`src/rtl/posit_dec_pkg.sv`:
```
`timescale 1ns/1ps
package posit_dec_pkg;

    // Class of an incoming posit word.
    typedef enum logic [1:0] {
        PCLS_REAL = 2'd0,
        PCLS_ZERO = 2'd1,
        PCLS_NAR  = 2'd2
    } pcls_e;

    // Width that holds the offset scale for a given word and exponent size.
    function automatic int scale_width(input int nbits, input int ebits);
        return $clog2(2 * (nbits - 2) * (2 ** ebits) + 2);
    endfunction

    // Constant that moves the most negative scale to zero.
    function automatic int scale_offset(input int nbits, input int ebits);
        return (nbits - 2) * (2 ** ebits) + 1;
    endfunction

endpackage

```
`src/rtl/posit_special_detect.sv`:
```
`timescale 1ns/1ps
module posit_special_detect
    import posit_dec_pkg::*;
#(
    parameter int POSIT_W = 16
) (
    input  logic [POSIT_W-1:0] word,
    output pcls_e              cls
);

    logic body_any;

    // One wide OR over the bits under the sign separates both special codes.
    assign body_any = |word[POSIT_W-2:0];

    always_comb begin
        if (body_any) begin
            cls = PCLS_REAL;
        end else if (word[POSIT_W-1]) begin
            cls = PCLS_NAR;
        end else begin
            cls = PCLS_ZERO;
        end
    end

endmodule

```
`src/rtl/posit_lzc.sv`:
```
`timescale 1ns/1ps
module posit_lzc #(
    parameter int WIDTH = 15,
    localparam int CW   = $clog2(WIDTH + 1)
) (
    input  logic [WIDTH-1:0] vec,
    output logic [CW-1:0]    count
);

    logic found;

    // Count of zeros above the first set bit; WIDTH when the vector is empty.
    always_comb begin
        count = '0;
        found = 1'b0;
        for (int i = WIDTH - 1; i >= 0; i--) begin
            if (!found) begin
                if (vec[i]) begin
                    found = 1'b1;
                end else begin
                    count = count + CW'(1);
                end
            end
        end
    end

endmodule

```
`src/rtl/posit_regime_shift.sv`:
```
`timescale 1ns/1ps
module posit_regime_shift #(
    parameter int  POSIT_W = 16,
    parameter int  EXP_W   = 1,
    localparam int BW      = POSIT_W - 1,
    localparam int CW      = $clog2(POSIT_W),
    localparam int KW      = CW + 1,
    localparam int IW      = KW + EXP_W + 1,
    localparam int FW      = POSIT_W - 2 - EXP_W
) (
    input  logic [BW-1:0]        body,
    output logic signed [IW-1:0] raw_scale,
    output logic [FW-1:0]        frac
);

    logic                 pol;
    logic [BW-1:0]        norm;
    logic [CW-1:0]        run_len;
    logic signed [KW-1:0] run_s;
    logic signed [KW-1:0] k_val;
    logic [BW-2:0]        after_lead;
    logic [BW-2:0]        aligned;

    // Make the regime a run of zeros whatever its polarity.
    assign pol  = body[BW-1];
    assign norm = body ^ {BW{pol}};

    posit_lzc #(
        .WIDTH(BW)
    ) u_lzc (
        .vec  (norm),
        .count(run_len)
    );

    // The first regime bit is always consumed, so shift the rest by the run
    // length: this drops the remaining run and its terminator, zero filled.
    assign after_lead = body[BW-2:0];
    assign aligned    = after_lead << run_len;

    always_comb begin
        run_s = signed'({1'b0, run_len});
        if (pol) begin
            k_val = run_s - KW'(1);
        end else begin
            k_val = -run_s;
        end
    end

    assign frac = aligned[FW-1:0];

    generate
        if (EXP_W > 0) begin : g_exp
            logic [EXP_W-1:0]             e_val;
            logic signed [KW+EXP_W-1:0]   ke;
            assign e_val     = aligned[BW-2 -: EXP_W];
            assign ke        = {k_val, e_val};
            assign raw_scale = IW'(ke);
        end else begin : g_noexp
            assign raw_scale = IW'(k_val);
        end
    endgenerate

endmodule

```
`src/rtl/posit_operand_decoder.sv`:
```
`timescale 1ns/1ps
module posit_operand_decoder
    import posit_dec_pkg::*;
#(
    parameter int  POSIT_W = 16,
    parameter int  EXP_W   = 1,
    parameter bit  REG_OUT = 1'b1,
    localparam int SCALE_W = scale_width(POSIT_W, EXP_W),
    localparam int SIG_W   = POSIT_W - EXP_W
) (
    input  logic               clk,
    input  logic               rst_n,
    input  logic               in_valid,
    input  logic [POSIT_W-1:0] in_word,
    output logic               out_valid,
    output logic               out_zero,
    output logic               out_nar,
    output logic [SCALE_W-1:0] out_scale,
    output logic [SIG_W-1:0]   out_sig
);

    localparam int CW     = $clog2(POSIT_W);
    localparam int KW     = CW + 1;
    localparam int IW     = KW + EXP_W + 1;
    localparam int FW     = POSIT_W - 2 - EXP_W;
    localparam int OFFSET = scale_offset(POSIT_W, EXP_W);
    localparam logic [SCALE_W-1:0] SCALE_MAX = SCALE_W'(2 * (POSIT_W - 2) * (2 ** EXP_W) + 1);

    typedef struct packed {
        logic               valid;
        logic               zero;
        logic               nar;
        logic [SCALE_W-1:0] scale;
        logic [SIG_W-1:0]   sig;
    } dec_t;

    pcls_e                cls;
    logic                 sgn;
    logic signed [IW-1:0] raw_scale;
    logic signed [IW-1:0] unb_scale;
    logic [FW-1:0]        frac;
    dec_t                 fresh;
    dec_t                 out_s;

    assign sgn = in_word[POSIT_W-1];

    posit_special_detect #(
        .POSIT_W(POSIT_W)
    ) u_special (
        .word(in_word),
        .cls (cls)
    );

    posit_regime_shift #(
        .POSIT_W(POSIT_W),
        .EXP_W  (EXP_W)
    ) u_regime (
        .body     (in_word[POSIT_W-2:0]),
        .raw_scale(raw_scale),
        .frac     (frac)
    );

    // Raw fields of a negative word describe (-2 + f) * 2^-(s+1), so the
    // scale is the bitwise inverse and the fraction is used unchanged.
    assign unb_scale = sgn ? ~raw_scale : raw_scale;

    always_comb begin
        fresh       = '0;
        fresh.valid = in_valid;
        unique case (cls)
            PCLS_ZERO: fresh.zero = 1'b1;
            PCLS_NAR:  fresh.nar  = 1'b1;
            default: begin
                fresh.scale = SCALE_W'(unb_scale + IW'(OFFSET));
                fresh.sig   = {sgn, ~sgn, frac};
            end
        endcase
    end

    generate
        if (REG_OUT) begin : g_reg
            dec_t dec_d;
            dec_t dec_q;
            logic armed_q;

            always_comb begin
                dec_d       = dec_q;
                dec_d.valid = in_valid;
                if (in_valid) begin
                    dec_d = fresh;
                end
            end

            always_ff @(posedge clk or negedge rst_n) begin
                if (!rst_n) begin
                    dec_q   <= '0;
                    armed_q <= 1'b0;
                end else begin
                    dec_q   <= dec_d;
                    armed_q <= 1'b1;
                end
            end

            assign out_s = dec_q;

            AST_VALID_LATENCY: assert property (@(posedge clk) disable iff (!rst_n)
                armed_q |-> (out_valid == $past(in_valid)));
            AST_HOLD_ON_IDLE: assert property (@(posedge clk) disable iff (!rst_n)
                (armed_q && !$past(in_valid)) |-> ($stable(out_scale) && $stable(out_sig)
                                                   && $stable(out_zero) && $stable(out_nar)));
        end else begin : g_comb
            assign out_s = fresh;
        end
    endgenerate

    assign out_valid = out_s.valid;
    assign out_zero  = out_s.zero;
    assign out_nar   = out_s.nar;
    assign out_scale = out_s.scale;
    assign out_sig   = out_s.sig;

    AST_ZERO_QUIET: assert property (@(posedge clk) disable iff (!rst_n)
        (out_valid && out_zero) |-> (out_scale == '0 && out_sig == '0));
    AST_NAR_QUIET: assert property (@(posedge clk) disable iff (!rst_n)
        (out_valid && out_nar) |-> (out_scale == '0 && out_sig == '0));
    AST_FLAGS_EXCLUSIVE: assert property (@(posedge clk) disable iff (!rst_n)
        out_valid |-> !(out_zero && out_nar));
    AST_SIG_NORMALISED: assert property (@(posedge clk) disable iff (!rst_n)
        (out_valid && !out_zero && !out_nar) |-> (out_sig[SIG_W-1] != out_sig[SIG_W-2]));
    AST_SCALE_BOUND: assert property (@(posedge clk) disable iff (!rst_n)
        (out_valid && !out_zero && !out_nar) |-> (out_scale <= SCALE_MAX));

endmodule

```
`config.mk`:
```
export PLATFORM = sky130hd
export DESIGN_NAME = posit_operand_decoder
export DESIGN_NICKNAME = d
export VERILOG_FILES = /design/src/rtl/posit_dec_pkg.sv /design/src/rtl/posit_special_detect.sv /design/src/rtl/posit_lzc.sv /design/src/rtl/posit_regime_shift.sv /design/src/rtl/posit_operand_decoder.sv
export SDC_FILE = /design/constraint.sdc
export NUM_CORES = 1
export LEC_CHECK = 0
export BUFFER_PORTS_ARGS = -buffer_cell sky130_fd_sc_hd__buf_2
export CORE_ASPECT_RATIO = 1.2
export CORE_MARGIN = 4
export CORE_UTILIZATION = 55
export DETAILED_ROUTE_END_ITERATION = 10
export PLACE_DENSITY_LB_ADDON = 0.3
export SLEW_MARGIN = 15
export SYNTH_ARGS = -nofsm -noshare
export SYNTH_HDL_FRONTEND = slang
export SYNTH_SLANG_ARGS = --single-unit
```
`constraint.sdc`:
```
create_clock -name clk -period 1.24 [get_ports clk]
set_clock_uncertainty 0.1 [all_clocks]
set_input_delay 0.124 -clock clk [delete_from_list [all_inputs] [get_ports clk]]
set_output_delay 0.124 -clock clk [all_outputs]
set_load 0.01 [all_outputs]
```
==> results of run 1 <==
## logic make-up after synthesis
group | count (synthesis) | synth area share, %
xor gates and xnor gates | 19 | 6.79
muxes | 21 | 7.48
DFF | 24 | 19.3
buffers and inverters | 59 | 8.32
and+or+nand+nor | 141 | 25.0
adders and majority gates | 9 | 3.62
AOI/OAI and AO/OA | 123 | 29.5
## stage by stage
stage | std cells | setup slack (ns) | hold slack [ns] | TNS [ns]
floorplan | 396 | -5.35 | -0.272 | -87.87
global placement | 612 | -5.29 | 0.0148 | -92.46
detailed placement | 612 | -5.51 | 0.0149 | -96.91
CTS | 645 | -5.08 | 0.179 | -87.22
## per-layer routing
metal  overflow  GRT usage (%)
met2         27           85.5
met5          0           10.0
met1          0           64.4
met3          0           41.3
met4         17           69.0
## synth_stat cells (4+ instances only)
cell      number  area [µm²]
inv_1         32         120
nor2_1        29         109
dfrtp_1       24         601
a21oi_1       21         105
nand2_1       21        78.8
o21ai_0       20         100
nand3_1       15        75.1
clkbuf_1      14        52.6
o22ai_1       14        87.6
mux2i_1       12         120
nor2b_1       12        75.1
nand2b_1      11        68.8
a211oi_1       9        67.6
ha_1           9         113
xnor2_1        9        78.8
buf_2          8        40.0
mux2_2         8        90.1
and3_1         7        43.8
or2_2          7        43.8
a31oi_1        6        37.5
nor3_1         6        30.0
o211ai_1       6        45.0
xor2_1         6        52.6
or3_1          5        31.3
a211o_1        4        35.0
a21o_1         4        30.0
nand3b_1       4        30.0
nand4_1        4        25.0
nor4_1         4        25.0
## repair_timing
item / 4_1_cts
pin swaps: 48
resized for setup: 59
buffers inserted: 29
endpoints found under the setup margin: 23
hold buffers: 1
endpoints found under the hold margin: 24
==> run_results.csv, run 1 <==
group,metric,value,unit
grt,grtUsageTotal,64.8,%
synthesis,synthFlopType,"dfrtp_1",
synthesis,synth_edf_count,0,
cts,cts.sinks,24,
placed_design,port-buffer-count,42,
floorplanning,rows,29,
synthesis,synth.distinct_cells,77,
placed_design,dp_hpwl,8300,µm
floorplanning,io_pins,43,
synthesis,ys_warn_count,0,
placed_design,gp_congestion,0.918,
synthesis,syn_nets,424,
status,firstError,"[ERROR GRT-0232] Routing congestion too high. Check the congestion heatmap in the GUI.",
synthesis,synth_area_per_cell,7.86,µm²
synthesis,yosysSeqAreaShare,19.3,%
status,lastStage,"global routing",
cts,cts_root_buf,"clkbuf_8",
synthesis,synth_cells,396,
synthesis,ys_seq_elements,24,
timing,endpoint_type,"register input",
floorplanning,start_util,58.0,%
synthesis,netlist_area,3110,µm²
cts,h-tree-depth,1,
floorplanning,die_w,76.7,µm
floorplanning,die_h,90.4,µm
status,status,"aborted with a tool error",
placed_design,postPlaceCellArea,4430,µm²
grt,overflow,44,
synthesis,synthArstFlopShare,100,%
grt,grt_max_degree,34,
cts,clockBufferDepth,2,
timing,crit_endpoint,"out_scale[2]$_DFFE_PN0P_/D",
cts,cts_buffers,3,
==> run 2: changes to the inputs <==
CORE_ASPECT_RATIO = default   (was 1.2)
CORE_UTILIZATION = 40   (was 55)
PLACE_DENSITY_LB_ADDON = 0.15   (was 0.3)
==> run 2 against run 1 <==
  * The flow now finishes, with violations (setup timing)
  * Area after synthesis is the same
  * Synthesized cell count is the same
==> run_results.csv, run 2 <==
group,metric,value,unit
final_layout,syn_to_final_growth,63.5,%
synthesis,synth_compound_area_share,29.5,%
timing,drv_slew,0,
cts,cts_tree,"built",
power,power_frac_seq,24.9,%
synthesis,ys_seq_elements,24,
final_layout,n_antenna_cell,0,
grt,grt_pass1_vias,3505,
power,p_sw,0.00137,W
timing,worstMarginPinSlew,0.506,ns
floorplanning,start_util,42.0,%
routing,drtAntennaViolNets,0,
synthesis,syn_nets,424,
placed_design,dp_hpwl,8150,µm
timing,setup_slack,-5.12,ns
final_layout,final_util,68.7,%
grt,antenna_found_initial,0,
routing,drc,0,
synthesis,synth_xor_area_share,6.79,%
timing,fin_crit,6.36,ns
setup_path,crit_family,"compound AO/OA/AOI/OAI gates",
cts,insertion_delay,0.26,ns
setup_path,cp-start-kind,"primary input",
routing,wl,10400,µm
floorplanning,rows,31,
timing,fin_crit_sh,513,%
final_layout,final_layout_size_suffix_gt1_share,50.2,%
setup_path,cp_common_cell,"ha_4",
worst_hold_path,hp-class,"in2reg",
grt,overflow,0,
setup_path,slowest_stage,"or3_4",
timing,rsz0062_at_grt,"yes",
synthesis,synth_edf_count,0,
setup_path,critPathKind,"in2reg",
grt,grt_max_degree,34,
synthesis,synth_top_family_by_area,"compound AO/OA/AOI/OAI gates",
setup_path,crit_buf_inv,3,
floorplanning,die_w,96.2,µm
placed_design,port-buffer-count,42,
power,irDropWorstVdd,533,µV
synthesis,synth_commonest_cells,"32 x inv_1, 29 x nor2_1, 24 x dfrtp_1, 21 x a21oi_1, 21 x nand2_1",
power,p_leak,2.40,nW
setup_path,rrSetupSlack,0.30,ns
setup_path,path_depth,34,
cts,clockBufferDepth,2,
setup_path,cp.required,1.34,ns
status,status,"complete, but fails checks",
final_layout,design_area,5090,µm²
power,swShare,35.4,%
grt,grtUsageTotal,22.5,%
cts,h-tree-depth,1,
worst_hold_path,hold_start,"in_valid",
final_layout,fin_nets,613,
timing,finalSetupViolations,23,
synthesis,synthFlopType,"dfrtp_1",
floorplanning,io_pins,43,
synthesis,synth-adder-area-share,3.62,%
synthesis,netlist_area,3110,µm²
power,pwr-share-comb,57.8,%
placed_design,gp_congestion,0.881,
placed_design,dpl.cell_count,653,
status,violations,"setup timing",
final_layout,layout_commonest_cell,"buf_4",
power,powerDensity,760,nW/µm²
synthesis,synthSimpleGateAreaFrac,25.0,%
synthesis,synth_area_per_cell,7.86,µm²
synthesis,synth.most_common_cell,"inv_1",
synthesis,yosysSeqAreaShare,19.3,%
setup_path,critPathCapture,"out_scale[2]",
placed_design,postPlaceCellArea,4530,µm²
cts,cts.clk_slew.worst_paths,0.08,ns
floorplanning,die_h,96.2,µm
synthesis,ys_warn_count,0,
cts,cts.sinks,24,
grt,grt_pass1_wl,16700,µm
final_layout,largest_reg_flops,15,
final_layout,mostFrequentLayoutCells,"155 x buf_4, 34 x buf_2, 31 x inv_1, 26 x nor2_1, 24 x dfrtp_1",
timing,finalSetupTns,-87.68,ns
timing,maxSlewHeadroom,66.3,%
routing,vias,3642,
final_layout,final_cells,683,
setup_path,timing.rr.start,"out_scale[3]",
power,p_int,0.00250,W
synthesis,synth.distinct_cells,77,
setup_path,arrival,6.46,ns
synthesis,synth_top_area_share,19.3,%
placed_design,place_ws,-5.46,ns
synthesis,synth_cells,396,
setup_path,max_stage_delay,0.39,ns
job,maxCapViolCount,0,
setup_path,crit_path_end_kind,"flop",
floorplanning,core_area,7410,µm²
synthesis,synthArstFlopShare,100,%
floorplanning,die_area,9260,µm²
setup_path,r2r_end,"out_scale[3]",
synthesis,synth.area.top_cells,"dfrtp_1 19%, mux2i_1 3.9%, inv_1 3.9%, ha_1 3.6%, nor2_1 3.5%",
setup_path,ff2ff_path_depth,2,
routing,avgViaCountPerCell,5.33,
cts,cts_buffers,3,
cts,cts_root_buf,"clkbuf_8",
routing,dr.pass1.iters,6,
synthesis,synthMuxAreaShare,7.48,%
setup_path,worstPathMaxFanout,5,
routing,wl_per_cell,15.3,µm
setup_path,critPathLaunch,"in_word[9]",
timing,fmax,0.157,GHz
timing,hold_viol,0,
power,p_clk_share,17.3,%
routing,drt_iter0_drc,207,
synthesis,yosysTopAreaCell,"dfrtp_1",
-- run 2: cell counts after synthesis --
No cell type changed its count.
-- run 2: repair_timing --
action	4_1_cts	5_1_grt
pin swaps	16	33
resized for setup	28	34
cloned	0	1
hold buffers	1	0
setup buffers	9	17
setup endpoints to repair	23	23
endpoints found under the hold margin	24	0
-- run 2: power groups by stage --
stage | combinational [W] | clock (W) | sequential [W]
after CTS | 0.00210 | 0.000676 | 0.000967
after global routing | 0.00245 | 0.000705 | 0.000980
after global placement | 0.00194 | 0 | 0.000977
final | 0.00224 | 0.000668 | 0.000965
after detailed placement | 0.00198 | 0 | 0.000981
after floorplan | 0.00110 | 0 | 0.00104
-- run 2: cells by family after synthesis --
logic type | Yosys count
AO/OA/AOI/OAI | 123
XOR/XNOR | 19
adder cells (fa/ha/maj) | 9
buffers and inverters | 59
flip-flops | 24
multiplexers | 21
AND/OR/NAND/NOR | 141
-- run 2: worst min path at each step --
| stage | to | slack (ns) | depth (start not counted) |
|---|---|---|---|
| after floorplan | out_nar | -0.27 | 0 |
| final | out_valid | 0.17 | 2 |
| after detailed placement | out_sig[3] | 0.02 | 1 |
| after global routing | out_valid | 0.19 | 2 |
| after CTS | out_valid | 0.17 | 2 |
| after global placement | out_sig[6] | 0.02 | 1 |
-- run 2: worst register-to-register path, stage by stage (launching register included) --
cell and delay [ns]:
dfrtp_1 0.39, nor2b_1 0.13, a31o_2 0.22
-- run 2: cell type report --
type	count	area, µm²
flip-flops and latches	24	601
fillers	606	2320
multi-input cells	313	2580
well taps	99	124
repair buffers	210	1580
clock inverters	1	30.0
inverters	33	129
clock buffers	3	41.3
-- run 2: stage by stage --
| step | hold WS [ns] | power [W] |
|---|---|---|
| after floorplan | -0.272 | 0.00214 |
| after global placement | 0.0169 | 0.00292 |
| after detailed placement | 0.0203 | 0.00296 |
| after CTS | 0.168 | 0.00374 |
| after global routing | 0.189 | 0.00413 |
| final | 0.173 | 0.00387 |
-- run 2: per-layer routing --
layer | up-vias | routed length, µm | global-route usage, %
met5 | - | 0 | 0
met2 | 65 | 5220 | 40.8
met4 | 0 | 64 | 3.08
li1 | 1833 | - | -
met3 | 7 | 321 | 0.782
met1 | 1737 | 4850 | 30.1
(Power assumes the default switching activity.)
==> run 3: changes to the inputs <==
==> constraint.sdc (replaced) <==
create_clock -name clk -period 1.24 [get_ports clk]
set_clock_uncertainty 0.1 [all_clocks]
set_input_delay 0.186 -clock clk [delete_from_list [all_inputs] [get_ports clk]]
set_output_delay 0.186 -clock clk [all_outputs]
set_load 0.01 [all_outputs]
==> run 3 against run 2 <==
  * The run still ends with setup timing left
  * Sequential share of layout area about the same
  * Non-clock buffer count down 6
  * Global-route usage down 0.25 points
  * Critical path type unchanged
  * Combinational power about the same
  * First-iteration DRC count down 6.8%
  * Register-to-register slack about the same
  * Critical endpoint is now out_scale[4]
==> run_results.csv, run 3 (same netlist as run 2, synthesis figures left out) <==
group,metric,value,unit
timing,rsz0062_at_grt,"yes",
cts,cts.clk_slew.worst_paths,0.08,ns
job,maxCapViolCount,0,
final_layout,final_layout_size_suffix_gt1_share,51.4,%
setup_path,crit_path_end_kind,"flop",
cts,cts_root_buf,"clkbuf_8",
timing,fin_crit_sh,516,%
worst_hold_path,hp-class,"in2reg",
timing,setup_slack,-5.16,ns
floorplanning,die_area,9260,µm²
grt,grt_max_degree,34,
power,powerDensity,764,nW/µm²
grt,grtUsageTotal,22.3,%
setup_path,max_stage_delay,0.40,ns
power,p_int,0.00251,W
floorplanning,die_w,96.2,µm
cts,cts.sinks,24,
floorplanning,io_pins,43,
setup_path,critPathKind,"in2reg",
grt,grt_pass1_wl,16600,µm
floorplanning,rows,31,
setup_path,cp-start-kind,"primary input",
routing,drtAntennaViolNets,0,
power,p_leak,2.41,nW
routing,drc,0,
timing,fmax,0.156,GHz
power,power_frac_seq,24.7,%
timing,fin_crit,6.40,ns
floorplanning,die_h,96.2,µm
timing,hold_viol,0,
power,p_sw,0.00139,W
placed_design,dp_hpwl,8130,µm
final_layout,fin_nets,607,
power,irDropWorstVdd,419,µV
timing,finalSetupViolations,23,
timing,worstMarginPinSlew,0.500,ns
routing,drt_iter0_drc,193,
setup_path,rrSetupSlack,0.30,ns
cts,h-tree-depth,1,
setup_path,cp_common_cell,"ha_4",
timing,maxSlewHeadroom,66.5,%
status,violations,"setup timing",
routing,avgViaCountPerCell,5.36,
final_layout,n_antenna_cell,0,
final_layout,largest_reg_flops,15,
final_layout,syn_to_final_growth,64.1,%
grt,antenna_found_initial,0,
setup_path,arrival,6.44,ns
setup_path,slowest_stage,"or3_4",
final_layout,fillers,609,
routing,wl,10500,µm
grt,overflow,0,
cts,cts_tree,"built",
routing,wl_per_cell,15.5,µm
cts,cts_buffers,3,
cts,insertion_delay,0.27,ns
floorplanning,start_util,42.0,%
timing,fin_hold_ws,0.243,ns
power,p_clk_share,17.3,%
placed_design,gp_congestion,0.882,
timing,finalSetupTns,-88.35,ns
status,status,"complete, but fails checks",
routing,vias,3627,
placed_design,port-buffer-count,42,
setup_path,cp.required,1.28,ns
floorplanning,core_area,7410,µm²
grt,grt_pass1_vias,3428,
power,swShare,35.7,%
final_layout,mostFrequentLayoutCells,"148 x buf_4, 36 x buf_2, 31 x inv_1, 24 x nor2_1, 24 x dfrtp_1",
routing,dr.pass1.iters,4,
power,pwr-share-comb,58.0,%
cts,clockBufferDepth,2,
timing,drv_slew,0,
final_layout,layout_commonest_cell,"buf_4",
setup_path,worstPathMaxFanout,5,
-- run 3: worst paths after layout --
| check | startpoint | end | depth (start not counted) |
|---|---|---|---|
| hold reg to reg | out_sig[12] | out_sig[12] | 1 |
| min in group asynchronous | rst_n | out_sig[2] | 2 |
| setup / recovery | in_word[11] | out_scale[4] | 34 |
| setup reg to reg | out_scale[3] | out_scale[3] | 2 |
| hold / removal | in_valid | out_valid | 2 |
| max in group asynchronous | rst_n | out_sig[8] | 2 |
-- run 3: repair_timing --
item                       4_1_cts  5_1_grt
setup endpoints to repair       23       23
setup buffers                   11       14
hold endpoints to repair        24        0
pin swaps                       13       25
hold buffers                     1        0
resized for setup               34       38
-- run 3: worst max-delay path: cells and delay by family --
kind | cells | cell delay (ns)
AOI/OAI and AO/OA | 11 | 2.10
and+or+nand+nor | 9 | 1.85
adders and majority gates | 5 | 0.93
muxes | 2 | 0.48
xor gates and xnor gates | 3 | 0.46
buffers and inverters | 4 | 0.43
-- run 3: metal layers --
| metal | share of wire [%] | wire [µm] | GRT usage, % |
|---|---|---|---|
| met5 | 0 | 0 | 0 |
| met4 | 0.83 | 87 | 3.08 |
| met3 | 3.5 | 369 | 0.938 |
| met2 | 51 | 5340 | 40.3 |
| met1 | 45 | 4690 | 29.7 |
-- run 3: through the flow --
step / instance area, µm² / std cells / power (W) / utilization (%) / setup slack [ns]
2_1_floorplan: 3290 / 396 / 0.00214 / - / -5.41
3_3_place_gp: 4530 / 653 / 0.00292 / 61.1 / -5.37
3_5_place_dp: 4530 / 653 / 0.00296 / 61.1 / -5.53
4_1_cts: 4840 / 667 / 0.00372 / 65.3 / -5.11
5_1_grt: 5110 / 677 / 0.00417 / 69.0 / -5.45
6_report: 5110 / 677 / 0.00390 / 69.0 / -5.16
-- run 3: final cells by class --
class	instances	area, µm²	area share, %
tap	99	124	2.42
multi-input combinational	313	2650	51.8
timing repair buffer	204	1540	30.1
clock inverter	1	30.0	0.588
clock buffer	3	41.3	0.808
inverter	33	129	2.52
sequential	24	601	11.8
-- run 3: power by group through the flow --
stage	logic (W)	registers, W	clock network [W]
after floorplan	0.00110	0.00104	0
after global placement	0.00195	0.000977	0
after detailed placement	0.00198	0.000982	0
after CTS	0.00208	0.000966	0.000682
after global routing	0.00246	0.000980	0.000722
final	0.00226	0.000964	0.000673
==> run 4: changes to the inputs <==
TNS_END_PERCENT = 30   (was default)
==> run 4 against run 3 <==
  * The flow still finishes with violations (setup timing)
  * Critical path depth rose by 2
  * Total power rose by 4.8%
  * Non-clock buffer count rose by 19
  * Worst setup slack got worse by 0.060 ns
  * Via count rose by 6.5%
  * Cell count rose by 2.8%
  * Flip-flop and latch count did not move
  * Core utilization rose by 3.3 points
  * Hold slack got worse by 0.043 ns
  * Sequential share of layout area fell by 0.54 points
  * First-iteration DRC count rose by 31%
==> run_results.csv, run 4 (same netlist as run 2, synthesis figures left out) <==
group,metric,value,unit
final_layout,final_util,72.3,%
timing,fin_crit,6.46,ns
routing,drt_iter0_drc,253,
cts,cts_root_buf,"clkbuf_8",
worst_hold_path,hold_start,"in_valid",
timing,finalSetupViolations,23,
power,p_clk_share,16.5,%
grt,grt_pass1_wl,18800,µm
routing,vias,3863,
setup_path,timing.rr.start,"out_scale[3]",
final_layout,final_layout_size_suffix_gt1_share,54.3,%
timing,hold_viol,0,
setup_path,r2r_end,"out_scale[3]",
power,pwr-share-comb,59.9,%
power,p_leak,2.53,nW
setup_path,max_stage_delay,0.39,ns
setup_path,crit_path_end_kind,"flop",
worst_hold_path,worstHoldEndpoint,"out_valid",
final_layout,largest_reg_flops,15,
timing,fin_crit_sh,521,%
status,status,"complete, but fails checks",
power,powerDensity,764,nW/µm²
placed_design,place_ws,-5.58,ns
timing,drv_slew,0,
setup_path,slowest_stage,"or3_4",
routing,dr.pass1.iters,5,
final_layout,fillers,536,
setup_path,ff2ff_path_depth,2,
placed_design,gp_congestion,0.904,
grt,overflow,0,
cts,cts_buffers,3,
cts,cts.clk_slew.worst_paths,0.09,ns
timing,fmax,0.155,GHz
setup_path,worstPathMaxFanout,5,
placed_design,postPlaceCellArea,4470,µm²
setup_path,crit_family,"compound AO/OA/AOI/OAI gates",
final_layout,design_area,5350,µm²
cts,clockBufferDepth,2,
placed_design,dp_hpwl,8060,µm
power,p_int,0.00260,W
routing,avgViaCountPerCell,5.55,
floorplanning,die_area,9260,µm²
floorplanning,start_util,42.0,%
final_layout,n_antenna_cell,0,
setup_path,crit_buf_inv,4,
routing,wl_per_cell,16.6,µm
final_layout,fin_nets,626,
setup_path,rrSetupSlack,0.32,ns
cts,insertion_delay,0.27,ns
cts,cts_tree,"built",
floorplanning,die_h,96.2,µm
floorplanning,rows,31,
floorplanning,core_area,7410,µm²
status,violations,"setup timing",
timing,maxSlewHeadroom,65.6,%
grt,grtUsageTotal,25.2,%
placed_design,port-buffer-count,42,
setup_path,cp-start-kind,"primary input",
power,p_sw,0.00149,W
grt,grt_pass1_vias,3941,
final_layout,syn_to_final_growth,72.0,%
routing,drc,0,
power,power_frac_seq,23.7,%
floorplanning,die_w,96.2,µm
final_layout,mostFrequentLayoutCells,"166 x buf_4, 35 x buf_2, 30 x inv_1, 25 x nor2_1, 24 x dfrtp_1",
setup_path,arrival,6.57,ns
floorplanning,io_pins,43,
worst_hold_path,hp-class,"in2reg",
setup_path,cp.required,1.34,ns
timing,worstMarginPinSlew,0.516,ns
grt,antenna_found_initial,0,
grt,grt_max_degree,28,
timing,rsz0062_at_grt,"yes",
routing,wl,11500,µm
setup_path,critPathKind,"in2reg",
setup_path,cp_common_cell,"ha_4",
power,swShare,36.3,%
cts,cts.sinks,24,
final_layout,layout_commonest_cell,"buf_4",
timing,setup_slack,-5.22,ns
timing,finalSetupTns,-90.63,ns
cts,h-tree-depth,1,
worst_hold_path,worstHoldPathCells,2,
job,maxCapViolCount,0,
power,irDropWorstVdd,429,µV
routing,drtAntennaViolNets,0,
## run 4: cell count changes in the layout (fill, tap and decap cells not counted), sizes merged
cell,delta
buf,+19
## run 4: how the worst max path moves through the flow
stage	slack, ns	from	to	depth (start not counted)
finish	-5.22	in_word[14]	out_scale[2]	36
global route	-5.47	in_word[11]	out_scale[2]	35
CTS	-5.16	in_word[10]	out_scale[2]	33
detailed placement	-5.58	in_word[11]	out_scale[2]	33
global placement	-5.35	in_word[11]	out_scale[2]	33
floorplan	-5.41	in_word[14]	out_scale[2]	35
## run 4: final cells by class
cell class	instances	area (µm²)	share of cell area, %
Inverter	33	129	2.41
Sequential cell	24	601	11.2
Timing Repair Buffer	223	1700	31.7
Multi-Input combinational cell	313	2730	51.0
Clock inverter	1	30.0	0.561
Clock buffer	3	41.3	0.771
Tap cell	99	124	2.31
## run 4: repair_timing
item / 4_1_cts / 5_1_grt
hold endpoints to repair: 24 / 0
pin swaps: 39 / 33
hold buffers: 1 / 0
setup buffers: 42 / 12
resized for setup: 65 / 33
gates cloned: 0 / 0
setup endpoints to repair: 23 / 23
## run 4: power by group through the flow
stage	clock network (W)	logic, W	registers [W]
4_1_cts	0.000679	0.00227	0.000967
5_1_grt	0.000718	0.00264	0.000981
2_1_floorplan	0	0.00108	0.00104
6_report	0.000673	0.00245	0.000968
3_3_place_gp	0	0.00191	0.000976
3_5_place_dp	0	0.00194	0.000982
## run 4: per-stage QoR
stage | hold WS [ns] | total power, W | std cells
6_report | 0.200 | 0.00409 | 696
5_1_grt | 0.219 | 0.00434 | 696
4_1_cts | 0.203 | 0.00392 | 696
3_5_place_dp | 0.0868 | 0.00292 | 649
3_3_place_gp | 0.0886 | 0.00288 | 649
2_1_floorplan | -0.210 | 0.00212 | 396
## run 4: layer usage
metal  track usage [%]  part of all wire [%]  vias up
met4              6.52                   1.4        0
met5                 0                     0        -
met3              2.89                   4.3       21
met2              44.4                    50      115
met1              32.5                    44     1868
li1                  -                     -     1859
## run 4: worst reg2reg max path, delay by kind of cell (launching register included)
kind             cells  cell delay (ns)
AO/OA/AOI/OAI        1             0.21
flip-flops           1             0.38
AND/OR/NAND/NOR      1             0.13
